**config.mk**
```make
export PLATFORM = sky130hd
export DESIGN_NAME = lns_arith_unit
export DESIGN_NICKNAME = d
export VERILOG_FILES = /design/src/rtl/lns_pkg.sv /design/src/rtl/lns_prep.sv /design/src/rtl/lns_corr_rom.sv /design/src/rtl/lns_finish.sv /design/src/rtl/lns_arith_unit.sv
export SDC_FILE = /design/constraint.sdc
export NUM_CORES = 1
export LEC_CHECK = 0
export BUFFER_PORTS_ARGS = -buffer_cell sky130_fd_sc_hd__buf_2
export CORE_MARGIN = 2
export CORE_UTILIZATION = 42
export CTS_CLUSTER_DIAMETER = 60
export DETAILED_ROUTE_END_ITERATION = 8
export GPL_ROUTABILITY_DRIVEN = 0
export HOLD_SLACK_MARGIN = 0.03
export SYNTH_ARGS = -nofsm -noshare
export SYNTH_HDL_FRONTEND = slang
export SYNTH_SLANG_ARGS = --single-unit
```
**constraint.sdc**
```tcl
create_clock -name clk -period 6.9 [get_ports clk]
set_input_delay 0.69 -clock clk [delete_from_list [all_inputs] [get_ports clk]]
set_output_delay 0.69 -clock clk [all_outputs]
set_load 0.01 [all_outputs]
```
**src/rtl/lns_pkg.sv**
```systemverilog
package lns_pkg;

  typedef enum logic [2:0] {
    LNS_MUL   = 3'd0,
    LNS_DIV   = 3'd1,
    LNS_SQR   = 3'd2,
    LNS_CUBE  = 3'd3,
    LNS_RECIP = 3'd4,
    LNS_ADD   = 3'd5,
    LNS_SUB   = 3'd6,
    LNS_COPY  = 3'd7
  } lns_op_e;

  // Correction entry for one table slot, evaluated at the slot centre.
  // is_sub selects log2(1 - 2^-z) instead of log2(1 + 2^-z).
  function automatic int corr_entry(input int idx, input bit is_sub,
                                    input int steps, input int frac_bits);
    real zq;
    real t;
    real f;
    zq = (real'(idx) + 0.5) / real'(steps);
    t  = $pow(2.0, -zq);
    f  = is_sub ? (1.0 - t) : (1.0 + t);
    f  = $ln(f) / $ln(2.0) * real'(1 << frac_bits);
    if (f >= 0.0) return $rtoi(f + 0.5);
    return -$rtoi(0.5 - f);
  endfunction

endpackage

```
**src/rtl/lns_prep.sv**
```systemverilog
module lns_prep #(
  parameter int LOG_W   = 15,
  parameter int QSH     = 5,
  parameter int ENTRIES = 256,
  parameter int IDX_W   = 8
) (
  input  logic signed [LOG_W-1:0] a_log,
  input  logic signed [LOG_W-1:0] b_log,
  input  logic                    a_s,
  input  logic                    b_s,
  input  logic                    op_sub,
  output logic                    a_bigger,
  output logic                    eff_sub,
  output logic                    z_zero,
  output logic                    in_range,
  output logic [IDX_W-1:0]        idx
);
  logic signed [LOG_W:0] diff;
  logic        [LOG_W:0] mag;
  logic        [LOG_W:0] slot;

  assign diff     = {a_log[LOG_W-1], a_log} - {b_log[LOG_W-1], b_log};
  assign mag      = diff[LOG_W] ? $unsigned(-diff) : $unsigned(diff);
  assign slot     = mag >> QSH;
  assign in_range = slot < (LOG_W+1)'(ENTRIES);
  assign idx      = slot[IDX_W-1:0];
  assign a_bigger = !diff[LOG_W];
  assign eff_sub  = a_s ^ b_s ^ op_sub;
  assign z_zero   = (mag == '0);
endmodule

```
**src/rtl/lns_corr_rom.sv**
```systemverilog
module lns_corr_rom #(
  parameter int LOG_W     = 15,
  parameter int FRAC_BITS = 9,
  parameter int QSH       = 5,
  parameter int ENTRIES   = 256,
  parameter int IDX_W     = 8
) (
  input  logic [IDX_W-1:0]        idx,
  input  logic                    is_sub,
  output logic signed [LOG_W-1:0] corr
);
  localparam int STEPS = 1 << (FRAC_BITS - QSH);

  logic signed [LOG_W-1:0] sum_tab  [ENTRIES];
  logic signed [LOG_W-1:0] diff_tab [ENTRIES];

  for (genvar i = 0; i < ENTRIES; i++) begin : g_slot
    localparam int SUMV  = lns_pkg::corr_entry(i, 1'b0, STEPS, FRAC_BITS);
    localparam int DIFFV = lns_pkg::corr_entry(i, 1'b1, STEPS, FRAC_BITS);
    assign sum_tab[i]  = LOG_W'(SUMV);
    assign diff_tab[i] = LOG_W'(DIFFV);
  end

  assign corr = is_sub ? diff_tab[idx] : sum_tab[idx];
endmodule

```
**src/rtl/lns_finish.sv**
```systemverilog
module lns_finish
  import lns_pkg::*;
#(
  parameter int LOG_W = 15
) (
  input  lns_op_e                 op,
  input  logic                    a_zero,
  input  logic                    a_s,
  input  logic signed [LOG_W-1:0] a_log,
  input  logic                    b_zero,
  input  logic                    b_s,
  input  logic signed [LOG_W-1:0] b_log,
  input  logic                    a_bigger,
  input  logic                    eff_sub,
  input  logic                    z_zero,
  input  logic                    in_range,
  input  logic signed [LOG_W-1:0] corr,
  output logic                    res_zero,
  output logic                    res_s,
  output logic [LOG_W-1:0]        res_log,
  output logic                    res_ovf
);
  localparam int EW    = LOG_W + 3;
  localparam int MAX_I = (1 << (LOG_W-1)) - 1;
  localparam int MIN_I = -(1 << (LOG_W-1));
  localparam logic signed [EW-1:0] MAXV = EW'(MAX_I);
  localparam logic signed [EW-1:0] MINV = EW'(MIN_I);

  logic signed [EW-1:0] aw, bw, cw, raw;
  logic zero_r, sign_r, force_ovf, b_eff;

  assign aw    = EW'(a_log);
  assign bw    = EW'(b_log);
  assign cw    = in_range ? EW'(corr) : '0;
  assign b_eff = b_s ^ (op == LNS_SUB);

  always_comb begin
    zero_r    = 1'b0;
    sign_r    = 1'b0;
    force_ovf = 1'b0;
    raw       = '0;
    case (op)
      LNS_MUL: begin
        zero_r = a_zero | b_zero;
        sign_r = a_s ^ b_s;
        raw    = aw + bw;
      end
      LNS_DIV: begin
        sign_r = a_s ^ b_s;
        if (b_zero)      force_ovf = 1'b1;
        else if (a_zero) zero_r    = 1'b1;
        else             raw       = aw - bw;
      end
      LNS_SQR: begin
        zero_r = a_zero;
        raw    = aw <<< 1;
      end
      LNS_CUBE: begin
        zero_r = a_zero;
        sign_r = a_s;
        raw    = (aw <<< 1) + aw;
      end
      LNS_RECIP: begin
        sign_r = a_s;
        if (a_zero) force_ovf = 1'b1;
        else        raw       = -aw;
      end
      LNS_ADD, LNS_SUB: begin
        if (a_zero && b_zero) begin
          zero_r = 1'b1;
        end else if (a_zero) begin
          sign_r = b_eff;
          raw    = bw;
        end else if (b_zero) begin
          sign_r = a_s;
          raw    = aw;
        end else if (eff_sub && z_zero) begin
          zero_r = 1'b1;
        end else begin
          sign_r = a_bigger ? a_s : b_eff;
          raw    = (a_bigger ? aw : bw) + cw;
        end
      end
      LNS_COPY: begin
        zero_r = a_zero;
        sign_r = a_s;
        raw    = aw;
      end
    endcase
  end

  always_comb begin
    res_zero = zero_r;
    res_s    = sign_r;
    res_ovf  = 1'b0;
    res_log  = raw[LOG_W-1:0];
    if (zero_r) begin
      res_s   = 1'b0;
      res_log = '0;
    end else if (force_ovf || raw > MAXV) begin
      res_ovf = 1'b1;
      res_log = MAXV[LOG_W-1:0];
    end else if (raw < MINV) begin
      res_ovf = 1'b1;
      res_log = MINV[LOG_W-1:0];
    end
  end
endmodule

```
**src/rtl/lns_arith_unit.sv**
```systemverilog
module lns_arith_unit
  import lns_pkg::*;
#(
  parameter int INT_BITS  = 6,
  parameter int FRAC_BITS = 9,
  parameter int QSH       = 5,
  parameter int Z_SPAN    = 16
) (
  input  logic                          clk,
  input  logic                          rst_n,
  input  logic                          in_valid,
  output logic                          in_ready,
  input  logic [2:0]                    in_op,
  input  logic                          in_a_zero,
  input  logic [INT_BITS+FRAC_BITS:0]   in_a,
  input  logic                          in_b_zero,
  input  logic [INT_BITS+FRAC_BITS:0]   in_b,
  output logic                          out_valid,
  output logic                          out_zero,
  output logic                          out_ovf,
  output logic [INT_BITS+FRAC_BITS:0]   out_val
);
  localparam int LOG_W   = INT_BITS + FRAC_BITS;
  localparam int ENTRIES = Z_SPAN << (FRAC_BITS - QSH);
  localparam int IDX_W   = $clog2(ENTRIES);

  // Named event for the checker: an operation enters the pipe.
  logic accept;
  assign accept = in_valid & in_ready;

  logic signed [LOG_W-1:0] a_log_in, b_log_in;
  assign a_log_in = in_a[LOG_W-1:0];
  assign b_log_in = in_b[LOG_W-1:0];

  logic p_a_bigger, p_eff_sub, p_z_zero, p_in_range;
  logic [IDX_W-1:0] p_idx;

  lns_prep #(.LOG_W(LOG_W), .QSH(QSH), .ENTRIES(ENTRIES), .IDX_W(IDX_W)) prep_i (
    .a_log(a_log_in), .b_log(b_log_in), .a_s(in_a[LOG_W]), .b_s(in_b[LOG_W]),
    .op_sub(in_op == LNS_SUB), .a_bigger(p_a_bigger), .eff_sub(p_eff_sub),
    .z_zero(p_z_zero), .in_range(p_in_range), .idx(p_idx)
  );

  // Stage 1 registers
  logic                    s1_valid;
  lns_op_e                 s1_op;
  logic                    s1_a_zero, s1_a_s, s1_b_zero, s1_b_s;
  logic signed [LOG_W-1:0] s1_a_log, s1_b_log;
  logic                    s1_a_bigger, s1_eff_sub, s1_z_zero, s1_in_range;
  logic [IDX_W-1:0]        s1_idx;

  always_ff @(posedge clk or negedge rst_n) begin
    if (!rst_n) begin
      in_ready <= 1'b0;
      s1_valid <= 1'b0;
    end else begin
      in_ready <= 1'b1;
      s1_valid <= accept;
    end
  end

  always_ff @(posedge clk) begin
    if (accept) begin
      s1_op       <= lns_op_e'(in_op);
      s1_a_zero   <= in_a_zero;
      s1_a_s      <= in_a[LOG_W];
      s1_a_log    <= a_log_in;
      s1_b_zero   <= in_b_zero;
      s1_b_s      <= in_b[LOG_W];
      s1_b_log    <= b_log_in;
      s1_a_bigger <= p_a_bigger;
      s1_eff_sub  <= p_eff_sub;
      s1_z_zero   <= p_z_zero;
      s1_in_range <= p_in_range;
      s1_idx      <= p_idx;
    end
  end

  logic signed [LOG_W-1:0] corr;

  lns_corr_rom #(.LOG_W(LOG_W), .FRAC_BITS(FRAC_BITS), .QSH(QSH),
                 .ENTRIES(ENTRIES), .IDX_W(IDX_W)) rom_i (
    .idx(s1_idx), .is_sub(s1_eff_sub), .corr(corr)
  );

  logic             f_zero, f_s, f_ovf;
  logic [LOG_W-1:0] f_log;

  lns_finish #(.LOG_W(LOG_W)) finish_i (
    .op(s1_op), .a_zero(s1_a_zero), .a_s(s1_a_s), .a_log(s1_a_log),
    .b_zero(s1_b_zero), .b_s(s1_b_s), .b_log(s1_b_log),
    .a_bigger(s1_a_bigger), .eff_sub(s1_eff_sub), .z_zero(s1_z_zero),
    .in_range(s1_in_range), .corr(corr),
    .res_zero(f_zero), .res_s(f_s), .res_log(f_log), .res_ovf(f_ovf)
  );

  // Stage 2 (output) registers
  always_ff @(posedge clk or negedge rst_n) begin
    if (!rst_n) begin
      out_valid <= 1'b0;
      out_zero  <= 1'b0;
      out_ovf   <= 1'b0;
      out_val   <= '0;
    end else begin
      out_valid <= s1_valid;
      if (s1_valid) begin
        out_zero <= f_zero;
        out_ovf  <= f_ovf;
        out_val  <= {f_s, f_log};
      end
    end
  end
endmodule

```
# Word level (Yosys, flattened, before mapping)
# Memory sizes are Yosys's and may differ from the RTL's.
# Cells that the tools add are included.
totals:
  register_bits: 70
  mem_bits_ro: 7680
  in_bits: 40
  output_inout_bits: 20
  wordCells: 94
  n_memories: 2
mem_list:
  columns: ["memory", "words", "width", "read_ports", "rd_ports_with_merged_regs", "wr", "line_no", "text"]
  rows:
  - ["(name not given)", 256, 15, 1, 0, 0, "lns_corr_rom.sv:24", "assign corr = is_sub ? diff_tab[idx] : sum_tab[idx];"]
  - ["(name not given)", 256, 15, 1, 0, 0, "lns_corr_rom.sv:24", null]
classes:
  n_addsub: 7
  magnitude_cmp: 4
  n_eq_ne: 8
  mux: 38
  n_bitwise: 7
  reduce_logical: 10
ops:
  columns: ["operator", "count"]
  rows:
  - ["2-to-1 mux 18 bit", 9]
  - ["case mux 18 bit (7 select lines)", 1]
  - ["2-to-1 mux 15 bit", 8]
  - ["subtractor 15 x 15 -> 16 bit", 2]
  - ["adder 18 bit", 1]
  - ["greater-than comparator 18 x 15 -> 1 bit, second input constant", 1]
  - ["less-than comparator 18 x 15 -> 1 bit, second input constant", 1]
  - ["negation 15 -> 18 bit", 1]
  - ["adder 16 x 15 -> 17 bit", 1]
  - ["adder 15 x 15 -> 16 bit", 1]
  - ["zero test 16 bit", 1]
  - ["2-to-1 mux 1 bit", 16]
  - ["2-to-1 mux 16 bit", 1]
  - ["negation 16 bit", 1]
  - ["equality test 3 bit, second input constant", 5]
  - ["less-than comparator 11 x 9 -> 1 bit, second input constant", 1]
  - [">= comparator 9 bit, second input constant", 1]
  - ["inverter 8 -> 9 bit", 1]
  - ["equality test 3 x 2 -> 1 bit, second input constant", 2]
  - ["OR reduction 3 bit", 2]
  - ["case mux 1 bit (4 select lines)", 1]
  - ["OR reduction 2 bit", 2]
  - ["bitwise XOR 1 bit", 4]
  - ["equality test 3 x 1 -> 1 bit, second input constant", 1]
  - ["other kinds (8)", 9]

# Depth between registers and ports, before layout
logic_depth:
  depth_word: 16
  ltp_mapped: 27
  mapped_depth_nobuf: 23

# Cells and area by module
# A second synthesis with hierarchy kept.
unflattened:
  hier_cells: 1450
  area_unflattened_um2: 11130.7
modules_own_cells:
  columns: ["module", "instances", "cells_each", "area_per_inst_um2", "seq_area_each_um2"]
  rows:
  - ["lns_finish", 1, 737, 4844.6, 0.0]
  - ["lns_corr_rom", 1, 423, 2638.8, 0.0]
  - ["lns_arith_unit", 1, 93, 2287.2, 1996.9]
  - ["lns_prep", 1, 197, 1360.1, 0.0]

# Least setup slack after synthesis
# OpenSTA, ideal clock, no wires.
synth_path:
  kind: "register -> register"
  startpoint: "register s1_idx[0]"
  endpoint: "register out_val[10]"
  setup_ns: 0.142
  arrival_time_ns: 5.247
  required_ns: 6.758
  path_slack_ns: 1.511
  path_stages_with_launch: 27
  path_buffers: 4
  period_less_slack_ns: 5.389
  cell_sequence: "edfxtp_1 > clkbuf_1 > inv_1 > ha_1 > clkbuf_1 > and2_1 > clkbuf_1 > o311a_1 > a211oi_1 > a21oi_1 > a211oi_1 > nor3_1 > nor2_1 > ha_1 > inv_1 > fa_1 > nand2b_1 > a21oi_1 > o211ai_1 > a211oi_2 > o21a_1 > o21ai_0 > a221oi_2 > o211ai_2 > o311ai_4 > buf_6 > o221ai_2"
synth_between:
  elab_chain_cells: 16
  elab_cells_between_ends: 21
  cone_classes: "1 x add/sub; 2 x order compare; 14 x mux; 1 x bitwise; 1 x reduce/logical; 2 x memory"
synth_lines:
  columns: ["item", "line_no", "text"]
  rows:
  - ["start: declaration", "lns_arith_unit.sv:50", "logic [IDX_W-1:0] s1_idx;"]
  - ["start signal: assignment", "lns_arith_unit.sv:75", "s1_idx <= p_idx;"]
  - ["inverter 8 -> 9 bit (implied by the code) *", "lns_corr_rom.sv:24", null]
  - ["memory (256 x 15 bit)", null, null]
  - ["2-to-1 mux 15 bit (implied by the code) (2 in a row)", "lns_corr_rom.sv:24", null]
  - ["2-to-1 mux 15 bit *", "lns_corr_rom.sv:24", null]
  - ["2-to-1 mux 18 bit *", "lns_finish.sv:34", "assign cw = in_range ? EW'(corr) : '0;"]
  - ["adder 18 bit *", "lns_finish.sv:81", "raw = (a_bigger ? aw : bw) + cw;"]
  - ["2-to-1 mux 18 bit *", "lns_finish.sv:77", "end else if (eff_sub && z_zero) begin"]
  - ["2-to-1 mux 18 bit *", "lns_finish.sv:74", "end else if (b_zero) begin"]
  - ["2-to-1 mux 18 bit *", "lns_finish.sv:71", "end else if (a_zero) begin"]
  - ["2-to-1 mux 18 bit *", "lns_finish.sv:69", "if (a_zero && b_zero) begin"]
  - ["case mux 18 bit (7 select lines) *", "lns_finish.sv:42", "case (op)"]
  - ["less-than comparator 18 x 15 -> 1 bit / greater-than comparator 18 x 15 -> 1 bit (equally long branches)", "lns_finish.sv:103, lns_finish.sv:100", null]
  - ["2-to-1 mux 15 bit / logical OR 1 bit (equally long branches)", "lns_finish.sv:103, lns_finish.sv:100", null]
  - ["2-to-1 mux 15 bit *", "lns_finish.sv:100", "end else if (force_ovf || raw > MAXV) begin"]
  - ["2-to-1 mux 15 bit *", "lns_finish.sv:97", "if (zero_r) begin"]
  - ["end signal: assignment", "lns_arith_unit.sv:109", "out_val <= {f_s, f_log};"]
  - ["end: declaration", "lns_arith_unit.sv:21", "output logic [INT_BITS+FRAC_BITS:0] out_val"]
# Mark *: on every way between the ends. The rest lies on a longest branch, timed or not. The select of a mux whose other input is x is not followed.
# A chain may end at the register's enable or synchronous reset.

# Worst setup path after layout
layout_path:
  startpoint: "register s1_idx[1]"
  endpoint: "register out_val[6]"
# Same word-level chain as after synthesis.

==> reports/metrics.cfg <==
[run]
drv_cap = 0

[logic_synthesis]
synth_cell_types = 93
netlist_instances = 1386
synth_edf_count = 49
synth-adder-area-share_pct = 13.6
synth_xor_area_share_pct = 4.88
avgSynthCellArea_um2 = 7.51
synth_simple_gate_area_share_pct = 19.1
synth_warnings = 0
syn_nets = 1536
synthMuxAreaShare_pct = 2.48
synth_top_area_share_pct = 14.1
synth_compound_area_share_pct = 33.8
synth_top_family_by_area = compound AO/OA/AOI/OAI gates
synth_area_leaders = edfxtp_1 14%, ha_1 13%, o21ai_0 6.2%
syn_area_um2 = 10400
synth_top_cell_by_area = edfxtp_1
synth_seq_area_share_pct = 19.2
async_reset_ff_share_pct = 30.0
synthFlopType = edfxtp_1
synth_seq_cells = 70

[floorplan]
rows = 57
core_um2 = 24300
initial_utilization_pct = 42.8
die_x_um = 161
ios = 60
die_h_um = 161
die_area_um2 = 26000

[drt]
drt_pre_antenna_iters = 6
drc = 0
routed_wl_um = 34300
via_per_inst = 6.27
dr.first_iter.drc_count = 1547
via_count = 10766
ant_nets = 0
wl_per_cell_um = 20.0

[timing]
finalSetupViolCount = 0
finClkSkew_ns = 0.0261
finalCriticalPeriod_ns = 6.28
finalSetupTns_ns = 0
final-hold-violation-count = 0
tightest_slew_ns = 0.942
finalMaxSlewViolations = 0
period_share_pct = 91.1
worst_hold_slack_ns = 0.264
rsz0062_at_grt = false
slew_headroom_pct = 37.2
max_freq_ghz = 0.159

[pwr]
ir_worst_vdd_mv = 0.127
leakage_nw = 4.64
power_density_nw_per_um2 = 183

[critical_path]
startpoint_type = register
worst_ep_arrival_time_ns = 6.45
crit_required_ns = 7.07
worstSetupPathType = register to register
crit_path_end_kind = register
cp_max_fo = 16

[cells_and_area]
diodes = 0
syn2layout_area_growth_pct = 8.05
drive_gt1_share_pct = 9.98
fill_cells = 2416
utilization_pct = 46.2
finish.instance_area_um2 = 11200
layout.cells.non_filler = 1717
nNetsFinal = 1538

[clocking]
cts_setup_buffers = 0
cts_resized = 0
worstSkewPairLatency_ns = 0.36
root_buffer = clkbuf_16
h-tree-depth = 3
cts.path.max_buffers = 2
cts_tree = done
path_clk_slew_ns = 0.09
cts_made_buffers = 9
hold_buffers = 0
clkSinkCount = 70

[global_route]
antenna_found_initial = 0
grt_max_degree = 77
grt_pass1_wl_um = 53300
overflow = 0
grt_pass1_vias = 9625
grtUsageTotal_pct = 25.9

[placement]
place_hpwl_um = 26200
port_buffers = 59
place_inst = 1701
placed_cell_area_um2 = 10900

[hold_path]
hold_class = primary input to async pin

[status]
status = finished, final reports clean

[registers in the layout (all words and copies together) (netlist names), 3 cells and up]
name,flops
s1_op,3
out_val,16
s1_idx,8
s1_a_log,15
s1_b_log,15
[cell usage in the layout (no fill, tap or decap), types with 7 or more instances in the layout]
cell,netlist,routed
dfrtp_1,21,21
nand3_1,29,29
a22oi_1,13,13
buf_2,7,59
nor2b_1,16,16
o22ai_1,9,9
o221ai_1,7,7
a2111oi_0,8,8
o221ai_2,9,9
a211oi_1,32,32
ha_1,105,105
or3_1,8,8
o31ai_1,16,16
o21bai_1,7,7
o21ai_0,129,129
xnor2_1,43,43
clkbuf_16,0,9
o211ai_1,16,16
a221oi_1,13,13
nor3_1,34,34
a31oi_1,29,29
o311ai_0,8,8
o21a_1,21,21
nor2_1,126,126
xor2_1,15,15
nand4_1,11,11
a21oi_1,119,119
a21o_1,18,18
nand2b_1,26,26
edfxtp_1,49,49
buf_4,1,13
mux4_2,8,8
and2_1,11,10
and3_1,8,8
nand2_1,124,124
inv_1,99,99
[stage by stage]
stage | power, mW | worst slack (ns)
after global routing | 2.17 | 0.119
after global placement | 1.47 | 0.967
after CTS | 2.04 | 0.759
final | 2.06 | 0.617
after detailed placement | 1.47 | 0.793
after floorplan | 1.22 | 1.51
[logic make-up (layout without fill, tap and decap cells)]
family	count (synthesis)	count (layout)
compound gates	523	523
simple gates	423	423
buf+inv	186	193
fa+ha+maj	110	110
flops	70	70
xor+xnor	58	58
mux	15	15
other cells	1	1
[per-layer routing]
metal | vias to the layer above | wire length, um | share of wire [%] | global-route usage, %
li1 | 5141 | - | - | -
met1 | 5000 | 15100 | 44 | 37.0
met2 | 566 | 14700 | 43 | 39.5
met3 | 59 | 3760 | 11 | 6.11
met4 | 0 | 710 | 2.1 | 6.09
met5 | - | 0 | 0 | 0
[final cells by class]
class                   count  area (um2)  area share (%)
inverters                 104         390            3.47
flip-flops and latches     70        2000            17.8
clock inverters             7         120            1.07
repair buffers             73         413            3.67
well taps                 324         405            3.61
clock buffers               9         225            2.00
multi-input cells        1130        7690            68.4
[Yosys cell counts, types with 16 or more instances]
| master | count |
|---|---|
| a31oi_1 | 29 |
| ha_1 | 105 |
| o21ai_0 | 129 |
| a21o_1 | 18 |
| clkbuf_1 | 63 |
| edfxtp_1 | 49 |
| o21a_1 | 21 |
| nand2b_1 | 26 |
| nand3_1 | 29 |
| nor2_1 | 126 |
| nor3_1 | 34 |
| a21oi_1 | 119 |
| xnor2_1 | 43 |
| nor2b_1 | 16 |
| dfrtp_1 | 21 |
| nand2_1 | 124 |
| o211ai_1 | 16 |
| inv_1 | 99 |
| o31ai_1 | 16 |
| a211oi_1 | 32 |
[power breakdown]
part | total, mW | internal, mW | switching, mW
clock | 0.572 | 0.355 | 0.216
combinational | 0.943 | 0.354 | 0.589
sequential | 0.547 | 0.499 | 0.0477
total | 2.06 | 1.21 | 0.853
[path summary, 6_finish.rpt]
path | startpoint | end | slack, ns | cells after the start
max | s1_idx[1]$_DFFE_PP_ | out_val[6]$_DFFE_PN0P_ | 0.62 | 23
min | rst_n | out_ovf$_DFFE_PN0P_ | 0.26 | 1
max reg2reg | s1_idx[1]$_DFFE_PP_ | out_val[6]$_DFFE_PN0P_ | 0.62 | 23
min reg2reg | out_zero$_DFFE_PN0P_ | out_zero$_DFFE_PN0P_ | 0.51 | 2
max in group asynchronous | rst_n | out_valid$_DFF_PN0_ | 6.30 | 1
min in group clk | in_b_zero | s1_b_zero$_DFFE_PP_ | 0.49 | 1
[critical path, stage by stage (launching register included)]
cell and delay [ns]:
edfxtp_1 0.37, buf_4 0.20, inv_1 0.24, ha_1 0.41, nor2_1 0.43, o311ai_0 0.26, a21oi_1 0.23, o311ai_0 0.14
a21oi_1 0.16, nor3_1 0.07, nor2_1 0.14, ha_1 0.20, inv_1 0.06, fa_1 0.37, nand2b_1 0.19, a21oi_1 0.25
o211ai_1 0.19, a211oi_2 0.31, o21a_1 0.17, o21ai_0 0.12, a221oi_2 0.36, o211ai_2 0.21, o311ai_4 0.73, o311ai_0 0.26
No activity file was read; power rests on OpenSTA's default activity.
